File: config.mk
export PLATFORM = sky130hd
export DESIGN_NAME = bcd_rtc_cal
export DESIGN_NICKNAME = d
export VERILOG_FILES = /design/src/rtl/bcd_rtc_cal.sv
export SDC_FILE = /design/constraint.sdc
export NUM_CORES = 1
export LEC_CHECK = 0
export BUFFER_PORTS_ARGS = -buffer_cell sky130_fd_sc_hd__buf_2
export CAP_MARGIN = 20
export CORE_MARGIN = 4
export CORE_UTILIZATION = 60
export DETAILED_ROUTE_END_ITERATION = 12
export PLACE_DENSITY_LB_ADDON = 0.25
export SLEW_MARGIN = 40
export SYNTH_ARGS = -nofsm -noshare
export SYNTH_HDL_FRONTEND = slang
export SYNTH_SLANG_ARGS = --single-unit
File: constraint.sdc
create_clock -name clk -period 3.3 [get_ports clk]
set_input_delay 0.66 -clock clk [delete_from_list [all_inputs] [get_ports clk]]
set_output_delay 0.66 -clock clk [all_outputs]
set_load 0.01 [all_outputs]
File: src/rtl/bcd_rtc_cal.sv
module bcd_rtc_cal #(
  parameter int ADDR_W = 3
) (
  input  logic              clk,
  input  logic              rst_n,
  input  logic              tick,
  input  logic              osc_fail,
  input  logic              wr_en,
  input  logic [ADDR_W-1:0] addr,
  input  logic [7:0]        wdata,
  output logic [7:0]        rdata
);

  localparam logic [ADDR_W-1:0] A_CTRL = ADDR_W'(0);
  localparam logic [ADDR_W-1:0] A_SEC  = ADDR_W'(1);
  localparam logic [ADDR_W-1:0] A_MIN  = ADDR_W'(2);
  localparam logic [ADDR_W-1:0] A_HR   = ADDR_W'(3);
  localparam logic [ADDR_W-1:0] A_DATE = ADDR_W'(4);
  localparam logic [ADDR_W-1:0] A_WDAY = ADDR_W'(5);
  localparam logic [ADDR_W-1:0] A_MON  = ADDR_W'(6);
  localparam logic [ADDR_W-1:0] A_YR   = ADDR_W'(7);

  logic       h12, halt;
  logic [7:0] sec_q, min_q, hr_q, date_q, wday_q, mon_q, yr_q;
  logic [7:0] hr_next, last_day;
  logic       leap;

  function automatic logic [7:0] bcd_inc(input logic [7:0] v);
    if (v[3:0] == 4'd9) return {v[7:4] + 4'd1, 4'd0};
    else                return v + 8'd1;
  endfunction

  wire adv       = tick & ~halt & ~wr_en;
  wire sec_wrap  = (sec_q[6:0] == 7'h59);
  wire min_wrap  = (min_q == 8'h59);
  wire hr_wrap   = h12 ? (hr_q == 8'h31) : (hr_q == 8'h23);
  wire date_wrap = (date_q == last_day);
  wire mon_wrap  = (mon_q == 8'h12);
  wire c_min     = adv & sec_wrap;
  wire c_hr      = c_min & min_wrap;
  wire c_day     = c_hr & hr_wrap;
  wire c_mon     = c_day & date_wrap;
  wire c_yr      = c_mon & mon_wrap;

  assign leap = yr_q[4] ? (yr_q[3:0] == 4'd2 || yr_q[3:0] == 4'd6)
                        : (yr_q[3:0] == 4'd0 || yr_q[3:0] == 4'd4 || yr_q[3:0] == 4'd8);

  always_comb begin
    case (mon_q)
      8'h02:                      last_day = leap ? 8'h29 : 8'h28;
      8'h04, 8'h06, 8'h09, 8'h11: last_day = 8'h30;
      default:                    last_day = 8'h31;
    endcase
  end

  always_comb begin
    if (h12) begin
      if (hr_q[4:0] == 5'h12)      hr_next = {2'b00, hr_q[5], 5'h01};
      else if (hr_q[4:0] == 5'h11) hr_next = {2'b00, ~hr_q[5], 5'h12};
      else                         hr_next = bcd_inc({3'b000, hr_q[4:0]}) | {2'b00, hr_q[5], 5'b0};
    end else begin
      hr_next = (hr_q == 8'h23) ? 8'h00 : bcd_inc(hr_q);
    end
  end

  always_ff @(posedge clk) begin
    if (!rst_n || (wr_en && addr == A_CTRL && wdata[4])) begin
      h12    <= 1'b0;
      halt   <= 1'b0;
      sec_q  <= 8'h80;
      min_q  <= 8'h00;
      hr_q   <= 8'h00;
      date_q <= 8'h01;
      wday_q <= 8'h00;
      mon_q  <= 8'h01;
      yr_q   <= 8'h00;
    end else begin
      if (wr_en) begin
        case (addr)
          A_CTRL: begin h12 <= wdata[3]; halt <= wdata[5]; end
          A_SEC:  sec_q  <= wdata;
          A_MIN:  min_q  <= wdata & 8'h7F;
          A_HR:   hr_q   <= wdata & 8'h3F;
          A_DATE: date_q <= wdata & 8'h3F;
          A_WDAY: wday_q <= wdata & 8'h07;
          A_MON:  mon_q  <= wdata & 8'h1F;
          A_YR:   yr_q   <= wdata;
          default: ;
        endcase
      end else if (adv) begin
        sec_q <= sec_wrap ? (sec_q & 8'h80) : (bcd_inc(sec_q & 8'h7F) | (sec_q & 8'h80));
        if (c_min) min_q <= min_wrap ? 8'h00 : bcd_inc(min_q);
        if (c_hr)  hr_q  <= hr_next;
        if (c_day) begin
          date_q <= date_wrap ? 8'h01 : bcd_inc(date_q);
          wday_q <= (wday_q >= 8'd6) ? 8'h00 : wday_q + 8'd1;
        end
        if (c_mon) mon_q <= mon_wrap ? 8'h01 : bcd_inc(mon_q);
        if (c_yr)  yr_q  <= (yr_q == 8'h99) ? 8'h00 : bcd_inc(yr_q);
      end
      if (osc_fail) sec_q[7] <= 1'b1;
    end
  end

  always_comb begin
    case (addr)
      A_CTRL:  rdata = {2'b00, halt, 1'b0, h12, 3'b000};
      A_SEC:   rdata = sec_q;
      A_MIN:   rdata = min_q;
      A_HR:    rdata = hr_q;
      A_DATE:  rdata = date_q;
      A_WDAY:  rdata = wday_q;
      A_MON:   rdata = mon_q;
      A_YR:    rdata = yr_q;
      default: rdata = 8'h00;
    endcase
  end


  osc_flag_set_chk: assert property (@(posedge clk) disable iff (!rst_n)
    osc_fail |=> sec_q[7]);


  osc_flag_clr_chk: assert property (@(posedge clk) disable iff (!rst_n)
    (wr_en && addr == A_SEC && !wdata[7] && !osc_fail) |=> !sec_q[7]);


  sec_write_chk: assert property (@(posedge clk) disable iff (!rst_n)
    (wr_en && addr == A_SEC) |=> sec_q[6:0] == $past(wdata[6:0]));


  halt_hold_chk: assert property (@(posedge clk) disable iff (!rst_n)
    (halt && !wr_en) |=> ($stable(sec_q[6:0]) && $stable(min_q) && $stable(hr_q) &&
                          $stable(date_q) && $stable(mon_q) && $stable(yr_q)));


  idle_hold_chk: assert property (@(posedge clk) disable iff (!rst_n)
    (!tick && !wr_en) |=> ($stable(sec_q[6:0]) && $stable(min_q) && $stable(hr_q) &&
                           $stable(wday_q) && $stable(mon_q)));


  sec_wrap_chk: assert property (@(posedge clk) disable iff (!rst_n)
    (tick && !halt && !wr_en && sec_q[6:0] == 7'h59) |=>
      (sec_q[6:0] == 7'h00 && min_q != $past(min_q)));

endmodule

==> results of run 1 <==
[area by class of cell]
type | count | area, µm² | share of cell area (%)
sequential | 58 | 1160 | 23.2
clock inverter | 4 | 97.6 | 1.95
tap | 99 | 124 | 2.47
inverter | 27 | 101 | 2.02
timing repair buffer | 37 | 220 | 4.39
multi-input combinational | 494 | 3150 | 62.9
clock buffer | 12 | 155 | 3.10
[stage by stage]
step / power (µW) / cells / utilization (%) / hold WS [ps]
global placement: 996 / 715 / 64.6 / 439
detailed placement: 1000 / 715 / 64.6 / 448
CTS: 1840 / 731 / 68.0 / 462
global route: 1920 / 731 / 68.0 / 487
floorplan: 928 / 630 / - / 423
finish: 1850 / 731 / 68.0 / 460
[how the worst max path moves through the flow]
stage               cells after the start  slack [ps]    start       end
floorplan                               6         500  addr[1]  rdata[4]
global placement                        5         550  addr[0]  rdata[6]
detailed placement                      5         520  addr[0]  rdata[6]
CTS                                     5         520  addr[0]  rdata[6]
global route                            5         300  addr[0]  rdata[1]
finish                                  5         460  addr[0]  rdata[1]
[worst max-delay path, delay by kind of cell]
kind	cells	cell delay, ps
AND/OR/NAND/NOR	1	500
AO/OA/AOI/OAI	2	380
buffers and inverters	2	630
[per-layer routing]
metal | up-vias | share of wire, %
li1 | 2320 | -
met1 | 2369 | 40
met2 | 294 | 46
met3 | 42 | 11
met4 | 0 | 2.7
met5 | - | 0
[cell families after synthesis]
logic type | after synthesis
multiplexers | 23
buffers and inverters | 78
flip-flops | 58
AND/OR/NAND/NOR | 220
AO/OA/AOI/OAI | 226
adder cells (fa/ha/maj) | 16
XOR/XNOR | 9
[power by group]
group	internal (µW)	total (µW)	switching, µW	leakage, µW
registers	715	753	38.0	0.000469
clock network	543	849	306	0.000123
logic	90.1	243	153	0.00119
total	1350	1850	497	0.00178
[cell usage in the layout, fill, tap and decap left out, types with 5 or more instances in the layout]
master    instances
nand2b_1         10
buf_2            23
o211ai_1          9
mux2i_1          13
buf_4            14
a221oi_1          8
o22ai_1           7
nor3_1           15
xor2_1            5
o21ai_0          62
a41oi_1           6
a21o_1            7
inv_1            27
or3_1             5
o31ai_1           8
nand4_1           7
nand3_1          21
o41ai_1           6
dfxtp_1          58
clkbuf_8         11
a211oi_1          6
nor2_1           52
a31oi_1          10
a21oi_1          68
nand2_1          65
ha_1             16
nor2b_1           6
[state kept, by name, summed over array words and instances, names as in the netlist]
signal and cells:
date_q 8, h12 1, halt 1, hr_q 8, min_q 8, mon_q 8
sec_q 8, wday_q 8, yr_q 8
==> reports/qor.yml, run 1 <==
path_class: "input pin to output pin"
io-pin-count: 24
synth_edf_count: 0
dpl_worst_slack_ps: 523
top_usage_layer: "met2"
crit_chain: "buf_2 > nor2b_1 > a221oi_1 > a21oi_1 > buf_2"
hold_violations: 0
use_met2_pct: 49.9
r2r_cells: 10
ys_seq_area_share_pct: 25.0
netlist.area_leader.share_pct: 25.0
cts.sinks: 58
root_buffer: "clkbuf_8"
max_cap_viol_count: 0
yosysTopAreaCell: "dfxtp_1"
avgSynthCellArea_um2: 7.36
synth.area.mux_share_pct: 6.77
htreeDepth: 3
worst_pin_slew_ps: 714
holdPathEnd: "wday_q[7]"
cts_tree: "done"
hold_start: "wday_q[7]"
place_area_mm2: 0.00476
synth_top_family_by_area: "compound AO/OA/AOI/OAI gates"
routed_via_density: 6.87
r2r-end: "mon_q[3]"
nets: 659
p_per_area_mw_per_mm2: 368
synthArstFlopShare_pct: 0
crit_path_max_fanout: 32
ys_types: 78
r2r_slack_ps: 500
cp-start-kind: "input pin"
status: "finished, final reports clean"
min_period_ps: 2840
drive_above_1_share_pct: 12.5
start_util_pct: 62.9
grt_max_degree: 43
synth_most_common_cell: "a21oi_1"
rsz0062_at_grt: "no"
worstPathArrival_ps: 2180
max_freq_mhz: 352
path_clk_slew_ps: 60
vias: 5025
gr-total-overflow: 0
grt_pass1_vias: 4574
final_max_slew_viol_count: 0
wirelength_um: 14000
cts_buffers: 9
setup_viol: 0
finalInstanceArea_mm2: 0.00501
cp_slowest_cell: "nor2b_1"
setup_tns_ps: 0
crit_path_frequent_cell: "buf_2"
critPathMaxStageDelay_ps: 500
die-area_mm2: 0.00920
port_buffers: 23
drt_iter0_markers: 533
routabilityCongestion: 0.932
p_leak_uw: 0.00178
cts_resized: 0
reg2reg_from: "mon_q[5]"
synth-compound-area-share_pct: 30.7
grt_usage_pct: 32.3
syn_inst: 630
skew_ps: 11.1
wire_per_inst_um: 19.1
row_count: 31
period_share_pct: 86.0
synth_nets: 662
ys_seq_elements: 58
worstHoldPathType: "register to register"
synth_fa_ha_area_share_pct: 4.32
drc_errors: 0
ant_nets: 0
clockBufferDepth: 2
synthFlopType: "dfxtp_1"
core_area_mm2: 0.00737
required_ps: 2640
synth-xor-area-share_pct: 1.70
whs_path_depth: 2
die_h_um: 95.9
relSlewSlack_pct: 52.4
grt_pass1_wl_um: 23000
insertedDiodeCount: 0
drt-pass1-iter-count: 5
areaGrowthSynthToFinish_pct: 8.12
finalWorstSetupSlack_ps: 462
clock_latency_ps: 360
num-fill-cells: 644
yosys_warnings: 0
yosys.area_share.simple_pct: 24.2
use_met3_pct: 6.96
synth_area_mm2: 0.00464
yosys-top-cells-area: "dfxtp_1, a21oi_1, o21ai_0"
synth_common_cells: "a21oi_1, nand2_1, o21ai_0, dfxtp_1, nor2_1"
cp-end-kind: "output pin"
antenna_found_initial: 0
cts_hold_buf: 0
dp_hpwl_um: 9760
fp.dieW_um: 95.9
use_met1_pct: 44.1
cts_setup_buffers: 0
ir_drop_mv: 0.264
Note: power is estimated with default switching activity, not from simulation.
==> inputs of run 2 (changes only) <==
==> constraint.sdc (replaced) <==
create_clock -name clk -period 3.3 [get_ports clk]
set_input_delay 0.99 -clock clk [delete_from_list [all_inputs] [get_ports clk]]
set_output_delay 0.99 -clock clk [all_outputs]
set_load 0.01 [all_outputs]
==> run 2 against run 1 <==
Effect of this change:
- sequential cell count unchanged
- critical path depth increased by 2
- count of clock-buffer cells in the layout did not move
- cell count increased by 0.55%
- worst hold slack is essentially flat
- global-route usage decreased by 1.1 points
- register-to-register slack got worse by 90 ps
- sequential share of layout area about the same
- clock power fell by 31%
- combinational power increased by 5%
- critical path type unchanged
==> reports/qor.yml, run 2 (synthesis results as in run 1) <==
relSlewSlack_pct: 52.2
wirelength_um: 13900
internal_power_uw: 1120
drt-pass1-iter-count: 5
multi_input_area_mm2: 0.00316
crit_chain: "clkbuf_4 > or2_2 > a21oi_1 > o32a_1 > nor2_1 > a21oi_2 > buf_2"
row_count: 31
final_max_slew_viol_count: 0
drt_iter0_markers: 477
gr-total-overflow: 0
switchingPower_uw: 476
cp-end-kind: "output pin"
seq_area_mm2: 0.00116
final_cell_mix: "a21oi_1, nand2_1, o21ai_0, dfxtp_1, nor2_1"
finalWorstSetupSlack_ps: 114
drive_above_1_share_pct: 13.4
comb_power_share_pct: 16.0
nets: 664
setup_viol: 0
grt_usage_pct: 31.3
place_area_mm2: 0.00483
finalInstanceArea_mm2: 0.00500
hold_violations: 0
skew_ps: 10.9
clockBufferDepth: 2
dp_cells: 720
use_met1_pct: 41.7
grt_pass1_wl_um: 22100
clock_latency_ps: 340
cp-start-kind: "input pin"
setup_tns_ps: 0
crit_path_max_fanout: 17
start_util_pct: 62.9
ir_drop_mv: 0.269
worst_pin_slew_ps: 717
cts_hold_buf: 0
p_per_area_mw_per_mm2: 319
fin_util_pct: 67.9
path_class: "input pin to output pin"
p_leak_uw: 0.00179
rsz0062_at_grt: "no"
cts.sinks: 58
cts_tree: "done"
min_period_ps: 3190
use_met3_pct: 6.88
pwr-share-clk_pct: 36.9
dp_hpwl_um: 10200
wire_per_inst_um: 18.9
top_usage_layer: "met2"
path_clk_slew_ps: 60
status: "finished, final reports clean"
htreeDepth: 3
worstPathArrival_ps: 2200
insertedDiodeCount: 0
cts_buffers: 9
worstHoldPathType: "register to register"
die-area_mm2: 0.00920
core_area_mm2: 0.00737
die_h_um: 95.9
stdcell_count: 735
antenna_found_initial: 0
critPathMaxStageDelay_ps: 310
use_met2_pct: 49.5
fp.dieW_um: 95.9
grt_pass1_vias: 4388
ant_nets: 0
switching_share_pct: 29.8
p_seq_share_pct: 47.2
cp_slowest_cell: "or2_2"
r2r_slack_ps: 410
required_ps: 2310
grt_max_degree: 34
areaGrowthSynthToFinish_pct: 7.91
max_cap_viol_count: 0
num-fill-cells: 646
root_buffer: "clkbuf_8"
io-pin-count: 24
layout_commonest_cell: "a21oi_1"
routed_via_density: 6.81
port_buffers: 23
dpl_worst_slack_ps: 77.8
vias: 5005
routabilityCongestion: 0.914
max_freq_mhz: 314
drc_errors: 0
period_share_pct: 96.5
[run 2: cell count changes in the layout (fill, tap and decap cells not counted), sizes merged]
cell	previous run	this run
bufinv	3	0
clkinv	0	3
buf	37	41
clkbuf	12	13
clkinvlp	1	0
[run 2: power by group through the flow]
stage | clock (µW) | combinational [µW] | sequential, µW
after floorplan | 0 | 184 | 744
after global placement | 0 | 240 | 765
after detailed placement | 0 | 248 | 767
after CTS | 592 | 249 | 751
after global routing | 625 | 277 | 756
final | 588 | 255 | 753
[run 2: what timing repair did]
action	4_1_cts	5_1_grt
endpoints found under the hold margin	0	0
setup endpoints to repair	0	3
setup buffers	0	0
resized for setup	0	2
[run 2: final timing paths]
kind	start	endpoint	depth (start not counted)
worst max-delay path	addr[0]	rdata[5]	7
worst max register to register	mon_q[5]	mon_q[5]	9
worst min register to register	wday_q[7]	wday_q[7]	2
worst min-delay path	wday_q[7]	wday_q[7]	2
[run 2: stage by stage]
step,hold WS [ps],total power [µW]
after global placement,437,1000
after global routing,502,1660
after floorplan,423,928
final,460,1600
after detailed placement,452,1010
after CTS,460,1590
[run 2: critical path, delay by kind of cell]
| kind | cells | cell delay, ps |
|---|---|---|
| buf+inv | 2 | 360 |
| simple gates | 2 | 360 |
| compound gates | 3 | 490 |
[run 2: routing by layer]
layer,routed length [µm],vias to the layer above
li1,-,2334
met1,5750,2327
met2,6360,299
met3,1360,45
met4,452,0
met5,0,-
[run 2: cell type report]
| type | instances | area share, % |
|---|---|---|
| multi-input combinational | 494 | 63.2 |
| clock inverter | 3 | 0.300 |
| clock buffer | 12 | 3.10 |
| tap | 99 | 2.48 |
| sequential | 58 | 23.2 |
| inverter | 27 | 2.03 |
| timing repair buffer | 42 | 5.70 |
